## config.mk

```make
export PLATFORM = sky130hd
export DESIGN_NAME = ipi_timer_unit
export DESIGN_NICKNAME = d
export VERILOG_FILES = /design/src/rtl/ipi_timer_pkg.sv /design/src/rtl/ipit_tick_edge.sv /design/src/rtl/ipit_interval_cnt.sv /design/src/rtl/ipit_status_reg.sv /design/src/rtl/ipi_timer_unit.sv
export SDC_FILE = /design/constraint.sdc
export NUM_CORES = 1
export LEC_CHECK = 0
export ABC_AREA = 1
export CAP_MARGIN = 20
export CORE_ASPECT_RATIO = 0.6
export CORE_MARGIN = 5
export CORE_UTILIZATION = 65
export CTS_CLUSTER_DIAMETER = 60
export DETAILED_ROUTE_END_ITERATION = 10
export DONT_BUFFER_PORTS = 1
export PLACE_DENSITY = 0.81
export REMOVE_ABC_BUFFERS = 1
export SYNTH_ARGS = -nofsm -noshare
export SYNTH_HDL_FRONTEND = slang
export SYNTH_SLANG_ARGS = --single-unit
```

## constraint.sdc

```tcl
create_clock -name clk -period 4.7 [get_ports clk]
set_input_delay 1.175 -clock clk [delete_from_list [all_inputs] [get_ports clk]]
set_output_delay 1.175 -clock clk [all_outputs]
set_load 0.05 [all_outputs]
```

## src/rtl/ipi_timer_pkg.sv

```systemverilog
package ipi_timer_pkg;
  localparam int NUM_CPU     = 4;
  localparam int ADDR_W      = 12;
  localparam int DATA_W      = 64;
  localparam int CPU_W       = $clog2(NUM_CPU);

  // status word field positions (decoded by software, so fixed)
  localparam int ITI_LSB     = 4;
  localparam int IPI_LSB     = 8;
  localparam int IPREQ_LSB   = 12;
  localparam int ARB_LO_LSB  = 16;
  localparam int ARB_HI_LSB  = 20;
  localparam int ARB_W       = 4;
  localparam int ARB_CLR_BIT = 20;
  localparam int RW_LSB      = 40;
  localparam int RW_W        = 4;

  localparam logic [DATA_W-1:0] W1C_MASK  = 64'h0000_0000_1000_0FF0;
  localparam logic [DATA_W-1:0] RESET_VAL = 64'h0000_0008_0000_0000;

  localparam logic [ADDR_W-1:0] STATUS_ADDR = 12'h080;

  function automatic logic [ADDR_W-1:0] cnt_addr(input int idx);
    if (idx < 2) cnt_addr = ADDR_W'(12'h380 + idx * 12'h040);
    else         cnt_addr = ADDR_W'(12'h700 + (idx - 2) * 12'h040);
  endfunction
endpackage

```

## src/rtl/ipit_tick_edge.sv

```systemverilog
module ipit_tick_edge (
  input  logic clk,
  input  logic rst_n,
  input  logic tick_i,
  output logic rise_o
);
  logic tick_q;

  always_ff @(posedge clk or negedge rst_n) begin
    if (!rst_n) tick_q <= 1'b0;
    else        tick_q <= tick_i;
  end

  assign rise_o = tick_i & ~tick_q;
endmodule

```

## src/rtl/ipit_interval_cnt.sv

```systemverilog
module ipit_interval_cnt #(
  parameter int CNT_W = 24
) (
  input  logic           clk,
  input  logic           rst_n,
  input  logic           wr_en,
  input  logic [CNT_W-1:0] wdata,
  input  logic           tick_rise,
  output logic [CNT_W:0] cnt_o,
  output logic           ovf_o
);
  localparam int FULL_W = CNT_W + 1;

  logic [FULL_W-1:0] cnt_q, cnt_d, dec;
  logic              cnt_en;

  always_comb begin
    dec    = cnt_q - FULL_W'(1);
    cnt_d  = cnt_q;
    cnt_en = wr_en | tick_rise;
    if (wr_en)          cnt_d = {1'b0, wdata};
    else if (tick_rise) cnt_d = {cnt_q[CNT_W] | dec[CNT_W], dec[CNT_W-1:0]};
  end

  always_ff @(posedge clk or negedge rst_n) begin
    if (!rst_n)      cnt_q <= '0;
    else if (cnt_en) cnt_q <= cnt_d;
  end

  assign cnt_o = cnt_q;
  assign ovf_o = tick_rise & ~wr_en & cnt_d[CNT_W];
endmodule

```

## src/rtl/ipit_status_reg.sv

```systemverilog
module ipit_status_reg
  import ipi_timer_pkg::*;
(
  input  logic              clk,
  input  logic              rst_n,
  input  logic              wr_en,
  input  logic [DATA_W-1:0] wdata,
  input  logic [NUM_CPU-1:0] iti_set,
  output logic [DATA_W-1:0] stat_o
);
  logic [DATA_W-1:0] stat_q, stat_d;
  logic              stat_en;

  always_comb begin
    stat_d  = stat_q;
    stat_en = wr_en | (|iti_set);
    if (wr_en) begin
      stat_d = stat_d & ~(wdata & W1C_MASK);
      if (wdata[ARB_CLR_BIT]) begin
        stat_d[ARB_HI_LSB +: ARB_W] = '0;
        stat_d[ARB_LO_LSB +: ARB_W] = '0;
      end
      stat_d[ARB_HI_LSB +: ARB_W] = stat_d[ARB_HI_LSB +: ARB_W] | wdata[ARB_HI_LSB +: ARB_W];
      if (stat_d[ARB_LO_LSB +: ARB_W] == '0)
        stat_d[ARB_LO_LSB +: ARB_W] = wdata[ARB_LO_LSB +: ARB_W];
      stat_d[IPI_LSB +: NUM_CPU] = stat_d[IPI_LSB +: NUM_CPU] | wdata[IPREQ_LSB +: NUM_CPU];
      stat_d[RW_LSB +: RW_W]     = wdata[RW_LSB +: RW_W];
    end
    stat_d[ITI_LSB +: NUM_CPU] = stat_d[ITI_LSB +: NUM_CPU] | iti_set;
  end

  always_ff @(posedge clk or negedge rst_n) begin
    if (!rst_n)       stat_q <= RESET_VAL;
    else if (stat_en) stat_q <= stat_d;
  end

  assign stat_o = stat_q;
endmodule

```

## src/rtl/ipi_timer_unit.sv

```systemverilog
module ipi_timer_unit
  import ipi_timer_pkg::*;
#(
  parameter int CNT_W = 24
) (
  input  logic              clk,
  input  logic              rst_n,
  input  logic              reg_en,
  input  logic              reg_we,
  input  logic [11:0]       reg_addr,
  input  logic [63:0]       reg_wdata,
  input  logic [1:0]        reg_cpu,
  output logic [63:0]       reg_rdata,
  input  logic              tick_i,
  output logic [3:0]        ipi_o,
  output logic [3:0]        timer_irq_o
);
  localparam int NCPU = NUM_CPU;

  logic [1:0]        rst_pipe;
  logic              rst_core_n;
  logic              wr, rd, stat_hit, tick_rise;
  logic [NCPU-1:0]   cnt_hit, iti_set;
  logic [CNT_W:0]    cnt_val [NCPU];
  logic [DATA_W-1:0] stat_q;

  always_ff @(posedge clk or negedge rst_n) begin
    if (!rst_n) rst_pipe <= 2'b00;
    else        rst_pipe <= {rst_pipe[0], 1'b1};
  end
  assign rst_core_n = rst_pipe[1];

  assign wr       = reg_en & reg_we;
  assign rd       = reg_en & ~reg_we;
  assign stat_hit = (reg_addr == STATUS_ADDR);

  ipit_tick_edge u_edge (
    .clk    (clk),
    .rst_n  (rst_core_n),
    .tick_i (tick_i),
    .rise_o (tick_rise)
  );

  for (genvar g = 0; g < NCPU; g++) begin : g_cnt
    assign cnt_hit[g] = (reg_addr == cnt_addr(g));
    ipit_interval_cnt #(.CNT_W(CNT_W)) u_cnt (
      .clk       (clk),
      .rst_n     (rst_core_n),
      .wr_en     (wr & cnt_hit[g]),
      .wdata     (reg_wdata[CNT_W-1:0]),
      .tick_rise (tick_rise),
      .cnt_o     (cnt_val[g]),
      .ovf_o     (iti_set[g])
    );
  end

  ipit_status_reg u_stat (
    .clk     (clk),
    .rst_n   (rst_core_n),
    .wr_en   (wr & stat_hit),
    .wdata   (reg_wdata),
    .iti_set (iti_set),
    .stat_o  (stat_q)
  );

  always_comb begin
    reg_rdata = '0;
    if (rd) begin
      if (stat_hit) reg_rdata = stat_q | {{(DATA_W-CPU_W){1'b0}}, reg_cpu};
      for (int i = 0; i < NCPU; i++)
        if (cnt_hit[i]) reg_rdata = DATA_W'(cnt_val[i]);
    end
  end

  assign ipi_o       = stat_q[IPI_LSB +: NCPU];
  assign timer_irq_o = stat_q[ITI_LSB +: NCPU];
endmodule

```

==> results of run 1 <==
## Yosys cell counts, types with 2 or more instances
cell type                   number  area, um^2
sky130_fd_sc_hd__a21oi_1        19        95.1
sky130_fd_sc_hd__and2_1          3        18.8
sky130_fd_sc_hd__buf_1           2        7.51
sky130_fd_sc_hd__buf_2          17        85.1
sky130_fd_sc_hd__buf_4          45         338
sky130_fd_sc_hd__buf_6           6        67.6
sky130_fd_sc_hd__clkbuf_1        7        26.3
sky130_fd_sc_hd__conb_1          2        7.51
sky130_fd_sc_hd__dfrtp_1       124        3100
sky130_fd_sc_hd__ha_1            4        50.1
sky130_fd_sc_hd__inv_1         158         593
sky130_fd_sc_hd__inv_2          19        71.3
sky130_fd_sc_hd__nand2_1       369        1390
sky130_fd_sc_hd__nand2_2        10        62.6
sky130_fd_sc_hd__nand2_4         6        67.6
sky130_fd_sc_hd__nand3_1       168         841
sky130_fd_sc_hd__nand3b_1        3        22.5
sky130_fd_sc_hd__nand4_1        27         169
sky130_fd_sc_hd__nor2_1        207         777
sky130_fd_sc_hd__nor2_2          8        50.1
sky130_fd_sc_hd__nor2_4          4        45.0
sky130_fd_sc_hd__nor2_8          4        80.1
sky130_fd_sc_hd__nor3_1          6        30.0
sky130_fd_sc_hd__nor4_1          3        18.8
sky130_fd_sc_hd__o2111ai_1       2        17.5
sky130_fd_sc_hd__o211ai_1       34         255
sky130_fd_sc_hd__o21ai_0        87         435
sky130_fd_sc_hd__o21ai_1         7        35.0
sky130_fd_sc_hd__o21ai_2         7        61.3
sky130_fd_sc_hd__o21bai_1        6        45.0
sky130_fd_sc_hd__o22ai_1        10        62.6
sky130_fd_sc_hd__o31ai_1         2        15.0
sky130_fd_sc_hd__xnor2_1        11        96.3
sky130_fd_sc_hd__xor2_1         21         184
## final timing paths
kind                                     from                        to  depth (start not counted)
worst min-delay path              rst_pipe[0]               rst_pipe[1]                          0
worst min register to register    rst_pipe[0]               rst_pipe[1]                          0
min in group asynchronous               rst_n               rst_pipe[0]                          0
worst max-delay path              reg_addr[7]              reg_rdata[7]                          9
worst max register to register  u_edge.tick_q  g_cnt[2].u_cnt.cnt_o[20]                          8
max in group asynchronous         rst_pipe[1]             u_edge.tick_q                          1
## critical path, delay by kind of cell
| family | cells | cell delay, ps |
|---|---|---|
| simple gates | 5 | 760 |
| buf+inv | 3 | 630 |
| compound gates | 1 | 390 |
## state kept, by name, indices dropped and copies added, names as in the netlist
name               flops
g_cnt.u_cnt.cnt_o    100
u_stat.stat_o         21
rst_pipe               2
u_edge.tick_q          1
## metal layers
metal / GRT usage, % / part of all wire (%) / up-vias
li1: - / - / 4522
met3: 20.9 / 19 / 107
met4: 13.3 / 3.8 / 4
met1: 56.7 / 39 / 4492
met2: 52.8 / 37 / 808
met5: 0 / 0.10 / -
## metrics by stage
stage	cell area (um^2)	utilization [%]	power (W)
6_report	9970	72.1	0.00500
5_1_grt	9970	72.1	0.00529
2_1_floorplan	8880	-	0.00314
4_1_cts	9960	72.0	0.00489
3_3_place_gp	9420	68.1	0.00360
3_5_place_dp	9420	68.1	0.00364
## final cells by class
class | count | area, um^2 | share of cell area (%)
tap | 192 | 240 | 2.41
multi-input combinational | 1069 | 5100 | 51.1
inverter | 179 | 678 | 6.80
clock inverter | 15 | 116 | 1.17
sequential | 124 | 3110 | 31.1
timing repair buffer | 40 | 304 | 3.05
clock buffer | 17 | 425 | 4.26
antenna | 1 | 2.50 | 0.0251
## layout by cell type (no fill, tap or decap), types with 3 or more instances in the layout
cell type	Yosys	routed
sky130_fd_sc_hd__nand4_1	27	27
sky130_fd_sc_hd__nand3_1	168	168
sky130_fd_sc_hd__o21ai_2	7	7
sky130_fd_sc_hd__nand2_1	369	369
sky130_fd_sc_hd__xnor2_1	11	11
sky130_fd_sc_hd__nor3_1	6	6
sky130_fd_sc_hd__dfrtp_1	124	123
sky130_fd_sc_hd__xor2_1	21	21
sky130_fd_sc_hd__nor2_8	4	4
sky130_fd_sc_hd__a21oi_1	19	19
sky130_fd_sc_hd__inv_2	19	19
sky130_fd_sc_hd__inv_1	158	158
sky130_fd_sc_hd__nand2_2	10	10
sky130_fd_sc_hd__and2_1	3	3
sky130_fd_sc_hd__clkinv_4	0	3
sky130_fd_sc_hd__nor2_4	4	4
sky130_fd_sc_hd__buf_4	45	39
sky130_fd_sc_hd__clkinvlp_4	0	5
sky130_fd_sc_hd__inv_6	1	4
sky130_fd_sc_hd__nand2_4	6	6
sky130_fd_sc_hd__nor4_1	3	3
sky130_fd_sc_hd__o211ai_1	34	34
sky130_fd_sc_hd__o22ai_1	10	10
sky130_fd_sc_hd__clkinv_2	1	4
sky130_fd_sc_hd__ha_1	4	4
sky130_fd_sc_hd__clkbuf_16	0	17
sky130_fd_sc_hd__nand3b_1	3	3
sky130_fd_sc_hd__nor2_2	8	8
sky130_fd_sc_hd__nor2_1	207	207
sky130_fd_sc_hd__conb_1	2	34
sky130_fd_sc_hd__o21ai_0	87	87
sky130_fd_sc_hd__o21bai_1	6	6
sky130_fd_sc_hd__o21ai_1	7	7
## power by group through the flow
stage | logic, W | clock network, W | registers [W]
5_1_grt | 0.00210 | 0.00130 | 0.00189
2_1_floorplan | 0.00145 | 0 | 0.00169
3_3_place_gp | 0.00176 | 0 | 0.00184
6_report | 0.00188 | 0.00126 | 0.00186
4_1_cts | 0.00182 | 0.00125 | 0.00183
3_5_place_dp | 0.00180 | 0 | 0.00183
## kinds of logic after synthesis
| family | count (synthesis) |
|---|---|
| DFF | 124 |
| AOI/OAI and AO/OA | 177 |
| other | 2 |
| and+or+nand+nor | 822 |
| xor gates and xnor gates | 32 |
| buffers and inverters | 256 |
| adders and majority gates | 4 |
==> impl_metrics.csv, run 1 <==
group,metric,value,unit
status,outcome,"complete, no violations",
pwr,seq_pwr_share,37.2,%
synth,fraction_of_the_mapped_netlist_area_in_compound_gates,11.2,%
critical_path,crit_path_max_incr_delay,390,ps
sta,post-route-min-period,4150,ps
floorplanning,start_util,67.1,%
global_route,maximum_number_of_pins_on_one_net_before_global_route_repair,68,
synth,syn_area_per_cell,6.55,um^2
clock_network,post-cts-setup-buffers,0,
detailed_routing,viasPerCell,6.07,
place,detail_placement_hpwl,24.8,mm
pwr,combinationalPowerShare,37.6,%
critical_path,timing.critical_path.to_type,"output pin",
synth,yosys-mux-area-fraction,0,%
sta,postLayoutSetupSlackWorst,553,ps
place,io_buffers,0,
run,maxCapViolations,0,
synth,ys_seq_area_share,33.4,%
clock_network,cts-root-to-sink-buffers,2,
sta,finalSetupTns,0,ps
finish,finalNonFillerCells,1637,
global_route,globalRouteOverflowTotal,0,
synth,syn-cell-area,0.00929,mm^2
pwr,p_sw_share,46.6,%
detailed_routing,post_drt_wl_per_cell,20.6,um
sta,drv_slew,0,
detailed_routing,drc,0,
pwr,power.leakage,5.09,nW
finish,proportion_of_layout_cells_with_a_drive_suffix_above_1,9.42,%
clock_network,cts_root_buf,"sky130_fd_sc_hd__clkbuf_16",
detailed_routing,dr.first_iter.drc_count,1537,
global_route,grt_pass1_vias,8824,
detailed_routing,drt_wl_total,33.6,mm
synth,synth_top_flop_cell,"sky130_fd_sc_hd__dfrtp_1",
critical_path,timing.critical_path.cells,"inv_2, nand3_1, nor2_2, nand3_1, buf_4, o21ai_0, nor2_1, nor2_1, buf_4",
synth,synth_warnings,0,
floorplanning,die_height,103,um
synth,synthSimpleGateAreaFrac,38.8,%
critical_path,required_time_at_the_worst_slack_endpoint,3520,ps
global_route,antenna_found_initial,2,
pwr,peakVddDrop,0.289,mV
clock_network,hold_buffers,0,
clock_network,max_h_tree_level,4,
critical_path,start_kind,"input port",
global_route,wire_length_of_the_first_global_routing_pass,50.5,mm
synth,synthXorXnorAreaFrac,3.02,%
sta,clock-skew-final,7.82,ps
clock_network,clock_insertion_delay_worst_skew,430,ps
detailed_routing,count_of_tritonroute_iterations_in_the_first_routing_pass,6,
clock_network,numCtsBuffers,17,
sta,fmaxAchievable,241,MHz
place,place_worst_setup_slack,735,ps
synth,synth.ff_latch_count,124,
clock_network,cts.reportedPaths.clkPinSlew,70,ps
critical_path,path_class,"in2out",
finish,nFillCells,1242,
synth,synth-edff-count,0,
pwr,cellPowerDensity,501,mW/mm^2
global_route,gr_usage_total,40.2,%
synth,synthArstFlopShare,100,%
place,finalWeightedCongestion,1.03,
synth,synth-adder-area-share,0.539,%
floorplanning,rows,33,
place,dpl.cell_count,1603,
sta,fin_crit_sh,88.2,%
sta,final-setup-viol-count,0,
critical_path,arrival,2970,ps
sta,hold_slack,352,ps
critical_path,critical_path_peak_fanout,17,
synth,postSynthCellCount,1417,
synth,synth_cell_type_count,43,
sta,number_of_failing_hold_endpoints_at_the_final_stage,0,
finish,areaGrowthSynthToFinish,7.41,%
detailed_routing,postRouteAntennaNets,0,
floorplanning,coreArea,0.0138,mm^2
critical_path,critical-path-slowest-cell,"sky130_fd_sc_hd__o21ai_0",
hold_path,hold_path.class,"reg2reg",
synth,dominant_combinational_cell_family_by_area_after_synthesis,"simple AND/OR/NAND/NOR gates",
detailed_routing,detailroute.via_count,9933,
clock_network,cts.repair.resized,0,
sta,slew_margin_rel,36.2,%
clock_network,numClockSinks,124,
pwr,cell_internal_pwr,0.00267,W
floorplanning,io_pins,155,
pwr,clock_power_share,25.3,%
floorplanning,design.die.area,0.0169,mm^2
sta,setup_repair_after_global_routing_missed_its_margin,"no",
finish,nNetsFinal,1518,
floorplanning,dieWidth,164,um
pwr,power_switching,0.00233,W
critical_path,timing.reg2reg.setup_slack,2280,ps
sta,slew_at_the_pin_closest_to_its_max_slew_limit,957,ps
clock_network,cts_tree,"done",
No activity file was read; power rests on OpenSTA's default activity.
==> run 2, diff against run 1 <==
- clock period: 4.7 -> 4.8 ns (I/O delays scaled with it)
==> run 2 against run 1 <==
  * Sequential share of layout area down 0.40 points
  * Core utilization up 0.93 points
  * Count of clock-buffer cells in the layout up 3
  * Combinational power about the same
  * Final cell count about the same
  * Setup slack better by 27 ps
  * Worst hold slack worse by 220 ps
  * Via count up 1.3%
  * Clock skew up 3.9 ps
  * Routed wire length down 0.12%
  * Flip-flop and latch count unchanged
  * Sequential power down 2%
  * Largest cell class unchanged
==> impl_metrics.csv, run 2 (same netlist as run 1, synthesis figures left out) <==
group,metric,value,unit
finish,final_common_cell,"sky130_fd_sc_hd__nand2_1",
detailed_routing,dr.first_iter.drc_count,1574,
sta,setup_repair_after_global_routing_missed_its_margin,"no",
sta,number_of_failing_hold_endpoints_at_the_final_stage,0,
finish,proportion_of_layout_cells_with_a_drive_suffix_above_1,9.42,%
detailed_routing,drt_wl_total,33.6,mm
finish,final_core_occ,73.0,%
detailed_routing,detailroute.via_count,10100,
critical_path,cp_num_buf_inv,3,
critical_path,worstSetupPathDepth,9,
global_route,maximum_number_of_pins_on_one_net_before_global_route_repair,79,
hold_path,hold_path.class,"reg2async",
pwr,cellPowerDensity,507,mW/mm^2
finish,nFillCells,1161,
critical_path,critical-path-slowest-cell,"sky130_fd_sc_hd__o21ai_0",
critical_path,timing.critical_path.to_type,"output pin",
clock_network,cts_root_buf,"sky130_fd_sc_hd__clkbuf_16",
run,maxCapViolations,0,
global_route,globalRouteOverflowTotal,0,
floorplanning,coreArea,0.0138,mm^2
detailed_routing,count_of_tritonroute_iterations_in_the_first_routing_pass,6,
finish,largest_register_ff_count,100,
floorplanning,design.die.area,0.0169,mm^2
pwr,power.leakage,5.15,nW
sta,slew_margin_rel,54.5,%
sta,slew_at_the_pin_closest_to_its_max_slew_limit,678,ps
global_route,antenna_found_initial,0,
clock_network,cts.repair.resized,0,
critical_path,path_class,"in2out",
place,io_buffers,0,
floorplanning,rows,33,
sta,fmaxAchievable,237,MHz
clock_network,hold_buffers,0,
sta,clock-skew-final,11.7,ps
finish,finalNonFillerCells,1636,
finish,nNetsFinal,1518,
floorplanning,dieWidth,164,um
clock_network,clock_insertion_delay_worst_skew,430,ps
clock_network,numCtsBuffers,17,
clock_network,numClockSinks,124,
status,outcome,"complete, no violations",
pwr,post-layout-total-power,0.00513,W
critical_path,start_kind,"input port",
floorplanning,io_pins,155,
detailed_routing,post_drt_wl_per_cell,20.5,um
critical_path,required_time_at_the_worst_slack_endpoint,3600,ps
critical_path,r2r.worst_path.cells,7,
place,finalWeightedCongestion,1.03,
critical_path,critPathTopFamily,"simple AND/OR/NAND/NOR gates",
critical_path,crit_path_max_incr_delay,400,ps
critical_path,timing.critical_path.cells,"inv_2, nand3_1, nor2_2, nand3_1, buf_4, o21ai_0, nor2_1, nor2_1, buf_4",
sta,postLayoutSetupSlackWorst,580,ps
sta,drv_slew,0,
clock_network,cts.reportedPaths.clkPinSlew,60,ps
place,place_worst_setup_slack,732,ps
sta,fin_crit_sh,87.9,%
finish,diodes,0,
clock_network,max_h_tree_level,4,
clock_network,cts_tree,"done",
floorplanning,die_height,103,um
detailed_routing,drc,0,
critical_path,arrival,3020,ps
place,detail_placement_hpwl,24.5,mm
global_route,gr_usage_total,39.9,%
pwr,peakVddDrop,0.330,mV
critical_path,critical_path_peak_fanout,17,
detailed_routing,postRouteAntennaNets,0,
finish,mostFrequentLayoutCells,"369 x sky130_fd_sc_hd__nand2_1, 207 x sky130_fd_sc_hd__nor2_1, 168 x sky130_fd_sc_hd__nand3_1",
place,dpl.cell_count,1602,
sta,finalSetupTns,0,ps
global_route,wire_length_of_the_first_global_routing_pass,50.7,mm
floorplanning,start_util,67.1,%
sta,post-route-min-period,4220,ps
finish,areaGrowthSynthToFinish,8.80,%
detailed_routing,viasPerCell,6.15,
sta,final-setup-viol-count,0,
clock_network,post-cts-setup-buffers,0,
global_route,grt_pass1_vias,8970,
clock_network,cts-root-to-sink-buffers,2,
run 2: cell types whose count changed in the layout (fill, tap and decap cells not counted):
cell	delta
sky130_fd_sc_hd__clkinvlp_4	-2
sky130_fd_sc_hd__inv_6	-2
sky130_fd_sc_hd__diode_2	-1
sky130_fd_sc_hd__buf_16	+1
sky130_fd_sc_hd__clkbuf_8	+3
sky130_fd_sc_hd__buf_4	-1
sky130_fd_sc_hd__clkinv_2	-3
sky130_fd_sc_hd__clkinv_4	+1
sky130_fd_sc_hd__bufinv_16	+4
sky130_fd_sc_hd__inv_8	-1
run 2: worst paths after layout:
kind,slack [ps],startpoint,to
max in group asynchronous,3820,rst_pipe[1],g_cnt[2].u_cnt.cnt_o[19]
setup / recovery,580,reg_addr[7],reg_rdata[11]
hold / removal,130,rst_pipe[1],g_cnt[0].u_cnt.cnt_o[17]
hold reg to reg,130,rst_pipe[1],g_cnt[0].u_cnt.cnt_o[17]
setup reg to reg,2260,u_edge.tick_q,g_cnt[2].u_cnt.cnt_o[6]
min in group clk,350,rst_pipe[0],rst_pipe[1]
run 2: routing by layer:
metal	track usage (%)	wire length, um	vias to the layer above
li1	-	-	4518
met2	51.6	12300	834
met4	16.5	1450	0
met5	0	0	-
met3	17.1	6440	104
met1	57.7	13400	4602
run 2: power by group:
part | switching, W | internal [W]
Combinational | 0.00125 | 0.000604
Sequential | 0.000476 | 0.00134
Clock | 0.000536 | 0.000916
run 2: per-stage QoR:
stage               cell area [um^2]  hold WS, ps
global route                   10100          142
detailed placement              9410          336
CTS                            10100          349
floorplan                       8880          331
global placement                9410          333
finish                         10100          133
run 2: final cells by class:
type | instances | area (um^2) | area share, %
inverters | 179 | 678 | 6.71
multi-input cells | 1069 | 5100 | 50.5
well taps | 192 | 240 | 2.38
clock inverters | 12 | 186 | 1.85
flip-flops and latches | 124 | 3110 | 30.7
repair buffers | 40 | 324 | 3.21
clock buffers | 20 | 467 | 4.62
run 2: worst register-to-register path: stages (launching register included):
cell                       delay [ps]
sky130_fd_sc_hd__dfrtp_1          400
sky130_fd_sc_hd__nor2_4           110
sky130_fd_sc_hd__buf_4            390
sky130_fd_sc_hd__inv_1            450
sky130_fd_sc_hd__nand2_1          610
sky130_fd_sc_hd__inv_2            250
sky130_fd_sc_hd__nand2_1          120
sky130_fd_sc_hd__o211ai_1          80
